--- src/rtl/pgio_pkg.sv ---
package pgio_pkg;
  typedef enum logic [1:0] {
    DET_OFF  = 2'd0,
    DET_FALL = 2'd1,
    DET_RISE = 2'd2,
    DET_BOTH = 2'd3
  } det_mode_e;

  // drive register, bit 5 down to bit 0
  typedef struct packed {
    logic       dir;
    logic       push_pull;
    logic       pull_en;
    logic [1:0] pull_sel;
    logic       val;
  } drv_cfg_t;
endpackage

--- src/rtl/pgio_pin.sv ---
module pgio_pin
  import pgio_pkg::*;
(
  input  logic       clk,
  input  logic       rst,
  input  logic       wr_drv,
  input  logic       wr_sense,
  input  logic [5:0] wdata,
  input  logic       pin_in,
  output drv_cfg_t   drv,
  output det_mode_e  det,
  output logic       level,
  output logic       evt,
  output logic       pad_oe
);
  logic sync1, sync2, prev;

  always_ff @(posedge clk) begin
    if (rst) begin
      drv   <= '0;
      det   <= DET_OFF;
      sync1 <= 1'b0;
      sync2 <= 1'b0;
      prev  <= 1'b0;
    end else begin
      sync1 <= pin_in;
      sync2 <= sync1;
      prev  <= sync2;
      if (wr_drv)   drv <= drv_cfg_t'(wdata);
      if (wr_sense) det <= det_mode_e'(wdata[2:1]);
    end
  end

  assign level = sync2;

  always_comb begin
    case (det)
      DET_FALL: evt = prev & ~sync2;
      DET_RISE: evt = ~prev & sync2;
      DET_BOTH: evt = prev ^ sync2;
      default:  evt = 1'b0;
    endcase
  end

  // open-drain only pulls low; push-pull follows direction
  assign pad_oe = drv.push_pull ? drv.dir : (drv.dir & ~drv.val);
endmodule

--- src/rtl/pgio_evt_group.sv ---
module pgio_evt_group #(
  parameter int W = 7
) (
  input  logic         clk,
  input  logic         rst,
  input  logic [W-1:0] evt,
  input  logic         wr_stat,
  input  logic         wr_mask,
  input  logic [W-1:0] wdata,
  output logic [W-1:0] stat,
  output logic [W-1:0] mask,
  output logic         pend
);
  logic [W-1:0] clr;

  assign clr = wr_stat ? wdata : '0;

  always_ff @(posedge clk) begin
    if (rst) begin
      stat <= '0;
      mask <= '1;
    end else begin
      stat <= (stat & ~clr) | evt;
      if (wr_mask) mask <= wdata;
    end
  end

  assign pend = |(stat & ~mask);
endmodule

--- src/rtl/pgio_top.sv ---
module pgio_top
  import pgio_pkg::*;
#(
  parameter int NUM_PINS  = 13,
  parameter int GRP_A_W   = 7,
  parameter int ADDR_W    = 6,
  parameter int DATA_W    = 8
) (
  input  logic                  clk,
  input  logic                  rst,
  input  logic [ADDR_W-1:0]     bus_addr,
  input  logic [DATA_W-1:0]     bus_wdata,
  input  logic                  bus_wr,
  input  logic                  bus_rd,
  output logic [DATA_W-1:0]     bus_rdata,
  input  logic [NUM_PINS-1:0]   pin_in,
  output logic [NUM_PINS-1:0]   pin_out,
  output logic [NUM_PINS-1:0]   pin_oe,
  output logic [NUM_PINS-1:0]   pin_od,
  output logic [NUM_PINS-1:0]   pin_pull_en,
  output logic [2*NUM_PINS-1:0] pin_pull_sel,
  output logic                  irq
);
  localparam int GRP_B_W    = NUM_PINS - GRP_A_W;
  localparam int DRV_BASE   = 0;
  localparam int SENSE_BASE = NUM_PINS;
  localparam int STAT_A     = 2 * NUM_PINS;
  localparam int STAT_B     = STAT_A + 1;
  localparam int MASK_A     = STAT_A + 2;
  localparam int MASK_B     = STAT_A + 3;

  drv_cfg_t              drv   [NUM_PINS];
  det_mode_e             det   [NUM_PINS];
  logic [NUM_PINS-1:0]   level;
  logic [NUM_PINS-1:0]   evt;
  logic [GRP_A_W-1:0]    stat_a, mask_a;
  logic [GRP_B_W-1:0]    stat_b, mask_b;
  logic                  pend_a, pend_b;
  logic [DATA_W-1:0]     rd_mux;

  function automatic logic hit(input logic [ADDR_W-1:0] a, input int loc);
    return int'(a) == loc;
  endfunction

  for (genvar i = 0; i < NUM_PINS; i++) begin : g_pin
    pgio_pin u_pin (
      .clk      (clk),
      .rst      (rst),
      .wr_drv   (bus_wr && hit(bus_addr, DRV_BASE + i)),
      .wr_sense (bus_wr && hit(bus_addr, SENSE_BASE + i)),
      .wdata    (bus_wdata[5:0]),
      .pin_in   (pin_in[i]),
      .drv      (drv[i]),
      .det      (det[i]),
      .level    (level[i]),
      .evt      (evt[i]),
      .pad_oe   (pin_oe[i])
    );
    assign pin_out[i]            = drv[i].val;
    assign pin_od[i]             = ~drv[i].push_pull;
    assign pin_pull_en[i]        = drv[i].pull_en;
    assign pin_pull_sel[2*i+1:2*i] = drv[i].pull_sel;
  end

  pgio_evt_group #(.W(GRP_A_W)) u_grp_a (
    .clk     (clk),
    .rst     (rst),
    .evt     (evt[GRP_A_W-1:0]),
    .wr_stat (bus_wr && hit(bus_addr, STAT_A)),
    .wr_mask (bus_wr && hit(bus_addr, MASK_A)),
    .wdata   (bus_wdata[GRP_A_W-1:0]),
    .stat    (stat_a),
    .mask    (mask_a),
    .pend    (pend_a)
  );

  pgio_evt_group #(.W(GRP_B_W)) u_grp_b (
    .clk     (clk),
    .rst     (rst),
    .evt     (evt[NUM_PINS-1:GRP_A_W]),
    .wr_stat (bus_wr && hit(bus_addr, STAT_B)),
    .wr_mask (bus_wr && hit(bus_addr, MASK_B)),
    .wdata   (bus_wdata[GRP_B_W-1:0]),
    .stat    (stat_b),
    .mask    (mask_b),
    .pend    (pend_b)
  );

  always_comb begin
    rd_mux = '0;
    for (int i = 0; i < NUM_PINS; i++) begin
      if (hit(bus_addr, DRV_BASE + i))   rd_mux = DATA_W'(drv[i]);
      if (hit(bus_addr, SENSE_BASE + i)) rd_mux = DATA_W'({det[i], level[i]});
    end
    if (hit(bus_addr, STAT_A)) rd_mux = DATA_W'(stat_a);
    if (hit(bus_addr, STAT_B)) rd_mux = DATA_W'(stat_b);
    if (hit(bus_addr, MASK_A)) rd_mux = DATA_W'(mask_a);
    if (hit(bus_addr, MASK_B)) rd_mux = DATA_W'(mask_b);
  end

  always_ff @(posedge clk) begin
    if (rst) begin
      bus_rdata <= '0;
      irq       <= 1'b0;
    end else begin
      if (bus_rd) bus_rdata <= rd_mux;
      irq <= pend_a | pend_b;
    end
  end
endmodule

--- config.mk ---
export PLATFORM = sky130hd
export DESIGN_NAME = pgio_top
export DESIGN_NICKNAME = d
export VERILOG_FILES = /design/src/rtl/pgio_pkg.sv /design/src/rtl/pgio_pin.sv /design/src/rtl/pgio_evt_group.sv /design/src/rtl/pgio_top.sv
export SDC_FILE = /design/constraint.sdc
export NUM_CORES = 1
export LEC_CHECK = 0
export BUFFER_PORTS_ARGS = -buffer_cell sky130_fd_sc_hd__clkbuf_2
export CAP_MARGIN = 30
export CORE_UTILIZATION = 50
export CTS_CLUSTER_DIAMETER = 60
export CTS_CLUSTER_SIZE = 25
export DETAILED_ROUTE_END_ITERATION = 10
export GPL_ROUTABILITY_DRIVEN = 0
export GPL_TIMING_DRIVEN = 0
export PLACE_DENSITY_LB_ADDON = 0.25
export SYNTH_ARGS = -nofsm -noshare
export SYNTH_HDL_FRONTEND = slang
export SYNTH_SLANG_ARGS = --single-unit
--- constraint.sdc ---
create_clock -name clk -period 3.6 [get_ports clk]
set_input_delay 0.54 -clock clk [delete_from_list [all_inputs] [get_ports clk]]
set_output_delay 0.54 -clock clk [all_outputs]
set_load 0.005 [all_outputs]
; After elaboration in Yosys (flattened, before gate mapping)
; Cells that the tools add are included.
[word_totals]
word_cells = 397
output_inout_bits = 87
romBits = 0
latchBits = 0
inputBits = 31
memories = 0
regBits = 178
mem_bits_rw = 0
[op_classes]
addsub = 0
n_eq_ne = 68
n_div = 0
mul = 0
order_cmp = 0
n_reduce_logical = 33
muxes = 58
shifts = 0
bitwise_logic = 115
[op_table]
columns = operator, n
row1 = $mux W8, 29
row2 = $eq A6 B6 Y1 const B, 14
row3 = $eq A2 B2 Y1 const B, 26
row4 = $not A1 Y1, 52
row5 = $eq A6 B5 Y1 const B, 8
row6 = $and A1 B1 Y1, 39
row7 = $pmux W1 S3, 13
row8 = $logic_and A1 B1 Y1, 30
row9 = $eq A2 B1 Y1 const B, 13
row10 = $eq A6 B4 Y1 const B, 4
row11 = $and A7 B7 Y7, 2
row12 = $not A7 Y7, 2
row13 = $mux W1, 13
row14 = $xor A1 B1 Y1, 13
row15 = $and A6 B6 Y6, 2
row16 = $eq A6 B3 Y1 const B, 2
row17 = $mux W6, 2
row18 = $not A6 Y6, 2
row19 = $mux W7, 1
row20 = $or A7 B7 Y7, 1
row21 = $reduce_or A7 Y1, 1
row22 = $eq A6 B2 Y1 const B, 1
row23 = $logic_not A6 Y1, 1
row24 = $or A6 B6 Y6, 1
row25 = 2 further kinds, 2

; Logic depth before layout (Yosys ltp)
; Gate-level depths: netlist (run 1).
[depth]
ltp_word = 31
ltp_mapped = 9
mapped_depth_nobuf = 7

; Hierarchy
; From an unflattened synthesis (run 1), not the netlist that was laid out.
[hier_totals]
hier_cells = 1057
hier_area_um2 = 9175.0
[modules_own_cells]
columns = mod, cells_per_inst, n_inst, area_per_inst_um2
row1 = pgio_pin, 43, 13, 432.9
row2 = pgio_top, 383, 1, 2519.9
row3 = pgio_evt_group (u_grp_a), 61, 1, 556.8
row4 = pgio_evt_group (u_grp_b), 54, 1, 470.5

; Worst setup path after synthesis (run 1)
; No wires, ideal clock.
[synth_timing]
kind = input to register
start = input port bus_addr[0]
end = register bus_rdata[1]
cell_stages = 7
required_time_ns = 3.478
path_buffers = 2
arrival_time_ns = 2.325
path_slack_ns = 1.153
path_cell_list = buf_4 or4b_1 buf_2 o31a_1 a2111oi_4 a2111oi_2 o311a_1
[synth_via]
elab_chain_cells = 31
word_cells_on_any_way = 60
classes_between = eq/ne (29) / mux (30) / reduce/logical (1)
[synth_rtl]
columns = element, line_no
row1 = from (decl), pgio_top.sv:11  ; input logic [ADDR_W-1:0] bus_addr,
row2 = $logic_not A6 Y1, pgio_top.sv:42  ; return int'(a) == loc;
row3 = $mux W6, pgio_top.sv:92  ; if (hit(bus_addr, DRV_BASE + i)) rd_mux = DATA_W'(drv[i]);
row4 = $mux W8, pgio_top.sv:93  ; if (hit(bus_addr, SENSE_BASE + i)) rd_mux = DATA_W'({det[i], level[i]});
row5 = $mux W8, pgio_top.sv:92
row6 = $mux W8, pgio_top.sv:93
row7 = $mux W8, pgio_top.sv:92
row8 = $mux W8, pgio_top.sv:93
row9 = $mux W8, pgio_top.sv:92
row10 = [15 not listed], -
row11 = $mux W8, pgio_top.sv:92
row12 = $mux W8, pgio_top.sv:93
row13 = $mux W8, pgio_top.sv:92
row14 = $mux W8, pgio_top.sv:93
row15 = $mux W8, pgio_top.sv:95  ; if (hit(bus_addr, STAT_A)) rd_mux = DATA_W'(stat_a);
row16 = $mux W8, pgio_top.sv:96  ; if (hit(bus_addr, STAT_B)) rd_mux = DATA_W'(stat_b);
row17 = $mux W8, pgio_top.sv:97  ; if (hit(bus_addr, MASK_A)) rd_mux = DATA_W'(mask_a);
row18 = $mux W8 (*), pgio_top.sv:98  ; if (hit(bus_addr, MASK_B)) rd_mux = DATA_W'(mask_b);
row19 = to (signal assigned), pgio_top.sv:106  ; if (bus_rd) bus_rdata <= rd_mux;
row20 = to (decl), pgio_top.sv:15  ; output logic [DATA_W-1:0] bus_rdata,
; Every way passes the cells marked *; elsewhere a longest branch is shown, timed or not.
; A chain may end at the register's enable or synchronous reset.

; Worst setup path in the final report (run 1)
[layout_timing]
start = input port bus_addr[3]
end = register bus_rdata[0]
; The elaborated chain is that of the path after synthesis.

==> impl_metrics.json, run 1 <==
{
  "synthCells": 1108,
  "synth_top_cells_by_count": "dfxtp_1 (177), nor2_1 (121), nand2_1 (110)",
  "dp_cells": 1448,
  "drive_gt1_frac": 0.197,
  "grtUsageTotal": 0.344,
  "finalHoldViolations": 0,
  "final_nets": 1295,
  "initial_utilization": 0.509,
  "rows": 49,
  "cts_tree": "yes",
  "worstSetupStartpoint": "bus_addr[3]",
  "die_h_um": 137,
  "fp.dieW_um": 137,
  "io_pins": 118,
  "drv_cap": 0,
  "yosysMostFrequentCell": "dfxtp_1",
  "crit_fanout": 10,
  "placedInstanceArea_sq_um": 9980,
  "yosysTopAreaCell": "dfxtp_1",
  "regToRegEndpoint": "bus_rdata[1]",
  "io_buffers": 109,
  "min_period_ns": 2.76,
  "antenna_found_initial": 0,
  "first_iter_violations": 1245,
  "cts_root_buf": "clkbuf_16",
  "cts.clk_slew.worst_paths_ns": 0.07,
  "ctsResizeCount": 0,
  "ys_ff_latch": 177,
  "clock-sinks": 177,
  "fin_cells": 1480,
  "endpoint_kind": "flop",
  "grt_pass1_wl_um": 47300,
  "worstHoldPathType": "in -> reg",
  "synth_edf_count": 0,
  "peakVddDrop_v": 0.000351,
  "wl_per_cell_um": 21.5,
  "synthFlopType": "dfxtp_1",
  "grt_overflow": 0,
  "synth_cell_types": 73,
  "fin_area_sq_um": 10600,
  "synthTopCellsByArea": "dfxtp_1 (39%), mux2i_1 (7.0%), buf_4 (5.7%), nor2_1 (5.0%), nand2_1 (4.5%)",
  "vias": 9088,
  "cp.required_ns": 3.94,
  "setup_viol": 0,
  "insertion_delay_ns": 0.45,
  "maxSlewViolCount": 0,
  "worstMarginPinSlew_ns": 0.935,
  "status": "finished clean",
  "fmax_mhz": 362,
  "syn_area_sq_um": 9140,
  "fin_setup_tns_ns": 0,
  "die-area_sq_um": 18800,
  "antenna_cells": 0,
  "start_kind": "input pin",
  "syn-mean-instance-area_sq_um": 8.25,
  "post-dp-hpwl_um": 23400,
  "rr_worst_depth": 5,
  "grt_max_degree": 17,
  "seq_area_frac_synth": 0.388,
  "cp.arrival_ns": 3.10,
  "relSlewSlack": 0.376,
  "synthDominantCellAreaShare": 0.388,
  "h-tree-depth": 4,
  "criticalPathCategory": "in -> reg",
  "p_leak_nw": 4.45,
  "synthArstFlopShare": 0,
  "fin_crit_sh": 0.767,
  "cts_buffer_depth": 2,
  "grt_pass1_vias": 8111,
  "finalClockSkew_ns": 0.00875,
  "synth_fp_nets": 1165,
  "r2r-start": "g_pin[12].u_pin.drv[1]",
  "power.density_nw_per_um2": 400,
  "synth-warning-count": 0,
  "ctsHoldBuffers": 0,
  "area_delta_synth_final_pct": 15.8,
  "rsz0062_at_grt": "false",
  "numCtsBuffers": 17,
  "reg2reg_slack_ns": 1.47,
  "hold_ws_ns": 0.303,
  "postRouteAntennaNets": 0,
  "drc_errors": 0,
  "critPathCapture": "bus_rdata[0]",
  "coreArea_sq_um": 18000,
  "drtPass1Iterations": 8,
  "p_total_mw": 4.24,
  "wl_um": 31800,
  "via_per_inst": 6.14,
  "cts_setup_buffers": 0
}
## where the power goes
part | internal (mW) | switching (mW)
logic | 0.0965 | 0.230
registers | 1.98 | 0.0212
clock network | 1.07 | 0.832
## state kept, by name (all words and copies together), names as in the netlist
name and flops:
u_grp_b.stat 6, u_grp_b.mask 6, g_pin.u_pin.sync1 13, irq 1
g_pin.u_pin.prev 13, g_pin.u_pin.level 13, g_pin.u_pin.det 26, u_grp_a.mask 7
bus_rdata 7, u_grp_a.stat 7, g_pin.u_pin.drv 78
## through the flow
step / setup WS (ns) / util
5_1_grt: 0.776 / 0.589
4_1_cts: 0.968 / 0.589
3_3_place_gp: 0.539 / 0.555
2_1_floorplan: 1.15 / -
6_report: 0.839 / 0.589
3_5_place_dp: 0.525 / 0.556
## worst min-delay path by stage
| stage | startpoint | endpoint | slack [ns] | cells after the start |
|---|---|---|---|---|
| detailed placement | g_pin[12].u_pin.sync1 | g_pin[12].u_pin.level | 0.42 | 1 |
| floorplan | g_pin[0].u_pin.sync1 | g_pin[0].u_pin.level | 0.41 | 1 |
| global placement | g_pin[7].u_pin.sync1 | g_pin[7].u_pin.level | 0.42 | 1 |
| CTS | pin_in[9] | g_pin[9].u_pin.sync1 | 0.30 | 2 |
| finish | pin_in[9] | g_pin[9].u_pin.sync1 | 0.30 | 2 |
| global route | pin_in[8] | g_pin[8].u_pin.sync1 | 0.31 | 2 |
## logic make-up (layout without fill, tap and decap cells)
family,after synthesis,in the layout,share of synthesized area
other,1,1,0.000410
multiplexers,66,66,0.0738
AND/OR/NAND/NOR,411,411,0.217
buffers and inverters,210,353,0.118
flip-flops,177,177,0.388
XOR/XNOR,1,1,0.000958
adder cells (fa/ha/maj),26,26,0.0356
AO/OA/AOI/OAI,216,216,0.167
## layout by cell type, fill, tap and decap left out, drive strengths merged, types with 15 or more instances in the layout
master    n
o21ai    18
nand3    75
ha       26
nor2b    30
a21oi    64
clkbuf  184
a221oi   20
nor2    127
a211o    15
mux2i    64
inv      71
buf      90
a22oi    21
and3     17
dfxtp   177
nand2   111
## layer usage
metal  vias up  GRT usage  wire length, um
li1       4060          -                -
met4         0      0.200             1700
met5         -          0                0
met1      4186      0.455            12600
met2       708      0.501            13300
met3       134     0.0923             4180
## worst max-delay path, cell delays in order
cell and delay (ns):
clkbuf_2 0.11, buf_2 0.21, nor2_1 0.47, clkbuf_1 0.46, buf_1 0.47, o21ai_0 0.17, a21oi_1 0.27, o31ai_1 0.14
a31oi_1 0.26
## layout make-up
type | instances | area, sq um
sequential | 177 | 3540
clock inverter | 13 | 151
tap | 229 | 287
inverter | 66 | 248
buffer | 144 | 832
fill | 1669 | 7370
timing repair buffer | 111 | 554
clock buffer | 19 | 453
multi-input combinational | 721 | 4520
Power figures use the tool's default switching activity.
==> run 2: changes to the inputs <==
==> constraint.sdc (replaced) <==
create_clock -name clk -period 2.3 [get_ports clk]
set_input_delay 0.345 -clock clk [delete_from_list [all_inputs] [get_ports clk]]
set_output_delay 0.345 -clock clk [all_outputs]
set_load 0.005 [all_outputs]
==> run 2 against run 1 <==
- the flow now finishes with violations (negative setup slack)
- critical path depth unchanged
- highest routed layer unchanged
- clock skew down 0.0011 ns
- global-route usage about the same
==> impl_metrics.json, run 2 (synthesis results as in run 1) <==
{
  "multi_input_area_sq_um": 4570,
  "hold_end": "g_pin[4].u_pin.sync1",
  "r2r-start": "g_pin[11].u_pin.drv[1]",
  "vias": 9063,
  "holdCritStartpoint": "pin_in[4]",
  "drtPass1Iterations": 8,
  "power_frac_clock": 0.449,
  "grt_pass1_wl_um": 47400,
  "cts_buffer_depth": 2,
  "drc_errors": 0,
  "maxSlewViolCount": 0,
  "die-area_sq_um": 18800,
  "grt_overflow": 0,
  "endpoint_kind": "flop",
  "worstHoldPathType": "in -> reg",
  "drv_cap": 0,
  "fmax_mhz": 428,
  "rows": 49,
  "peakVddDrop_v": 0.000538,
  "finalClockSkew_ns": 0.00768,
  "status": "complete, but fails checks",
  "seqPwrFrac": 0.473,
  "fp.dieW_um": 137,
  "top_register": "g_pin.u_pin.drv",
  "ctsHoldBuffers": 0,
  "most-common-layout-cells": "dfxtp_1 (177), nor2_1 (117), clkbuf_2 (115), nand2_1 (110), nand3_1 (75)",
  "worstMarginPinSlew_ns": 0.922,
  "setup_viol": 1,
  "initial_utilization": 0.509,
  "grtUsageTotal": 0.344,
  "grt_max_degree": 17,
  "first_iter_violations": 1311,
  "grt_pass1_vias": 8125,
  "antenna_cells": 0,
  "finalHoldViolations": 0,
  "relSlewSlack": 0.385,
  "clock-sinks": 177,
  "post-dp-hpwl_um": 23400,
  "io_pins": 118,
  "postRouteAntennaNets": 0,
  "top_regs": "g_pin.u_pin.drv x78, g_pin.u_pin.det x26",
  "die_h_um": 137,
  "cts.clk_slew.worst_paths_ns": 0.07,
  "insertion_delay_ns": 0.44,
  "criticalPathCategory": "in -> reg",
  "start_kind": "input pin",
  "crit_fanout": 10,
  "largest_register_ffs": 78,
  "h-tree-depth": 4,
  "regToRegEndpoint": "bus_rdata[1]",
  "rr_worst_depth": 5,
  "p_leak_nw": 4.49,
  "setup_ws_ns": -0.0372,
  "fin_crit_sh": 1.02,
  "power.internal_mw": 4.94,
  "wl_per_cell_um": 21.5,
  "numCtsBuffers": 17,
  "pwr-share-comb": 0.078,
  "p_total_mw": 6.64,
  "cts_root_buf": "clkbuf_16",
  "io_buffers": 109,
  "whs_path_depth": 2,
  "fillers": 1659,
  "area_delta_synth_final_pct": 16.4,
  "swShare": 0.256,
  "antenna_found_initial": 0,
  "regArea_sq_um": 3540,
  "cts_tree": "yes",
  "drive_gt1_frac": 0.208,
  "place_ws_ns": -0.580,
  "cp.required_ns": 2.62,
  "final_nets": 1295,
  "rsz0062_at_grt": "false",
  "power_switching_mw": 1.70,
  "min_period_ns": 2.34,
  "power.density_nw_per_um2": 624,
  "coreArea_sq_um": 18000,
  "wl_um": 31900,
  "reg2reg_slack_ns": 0.15,
  "violations": "negative setup slack",
  "final_common_cell": "dfxtp_1",
  "cp.arrival_ns": 2.65,
  "via_per_inst": 6.12
}
## run 2: routing by layer
layer | global-route usage | wire length, um | share of wire | vias up
met5 | 0 | 0 | 0 | -
li1 | - | - | - | 4060
met4 | 0.193 | 1800 | 0.057 | 0
met2 | 0.506 | 13400 | 0.42 | 702
met1 | 0.460 | 12700 | 0.40 | 4151
met3 | 0.0813 | 3890 | 0.12 | 150
## run 2: worst max-delay path, cell delays in order
cell and delay, ns:
clkbuf_2 0.12, buf_4 0.17, buf_2 0.20, nor4_1 0.54, nand2_1 0.25, o221a_2 0.29
o21ai_0 0.17, a2111oi_2 0.15, o311a_1 0.41
## run 2: worst max path at each step
stage               cells past startpoint      endpoint  slack [ns]        start
detailed placement                      9  bus_rdata[0]       -0.58  bus_addr[2]
floorplan                               7  bus_rdata[1]        0.05  bus_addr[0]
finish                                  9  bus_rdata[1]       -0.04  bus_addr[0]
CTS                                    10  bus_rdata[2]        0.02  bus_addr[4]
global route                           10  bus_rdata[4]       0.002  bus_addr[0]
global placement                        9  bus_rdata[0]       -0.57  bus_addr[2]
## run 2: final cells by class
cell class,instances,area share
Multi-Input combinational cell,721,0.429
Sequential cell,177,0.333
Buffer,144,0.0792
Timing Repair Buffer,111,0.0521
Clock buffer,19,0.0425
Tap cell,229,0.0269
Inverter,66,0.0233
Clock inverter,13,0.0142
## run 2: power groups by stage
stage / sequential [mW] / combinational (mW) / clock (mW)
after floorplan: 3.20 / 0.300 / 0
after global placement: 3.21 / 0.483 / 0
after detailed placement: 3.21 / 0.489 / 0
after CTS: 3.14 / 0.492 / 2.98
after global routing: 3.14 / 0.546 / 3.13
final: 3.14 / 0.519 / 2.98
## run 2: what timing repair did
| item | 4_1_cts | 5_1_grt |
|---|---|---|
| resized for setup | 3 | 19 |
| setup buffers | 0 | 0 |
| gates cloned | 0 | 0 |
| endpoints found under the setup margin | 21 | 36 |
| pin swaps | 0 | 0 |
## run 2: stage by stage
stage	instances	setup TNS (ns)	hold WS [ns]	instance area [sq um]	utilization
finish	1480	-0.0372	0.105	10600	0.593
global route	1480	0	0.117	10600	0.593
CTS	1480	0	0.110	10600	0.590
detailed placement	1448	-25.82	0.422	9980	0.556
global placement	1446	-24.96	0.420	9980	0.555
floorplan	1108	0	0.414	9140	-
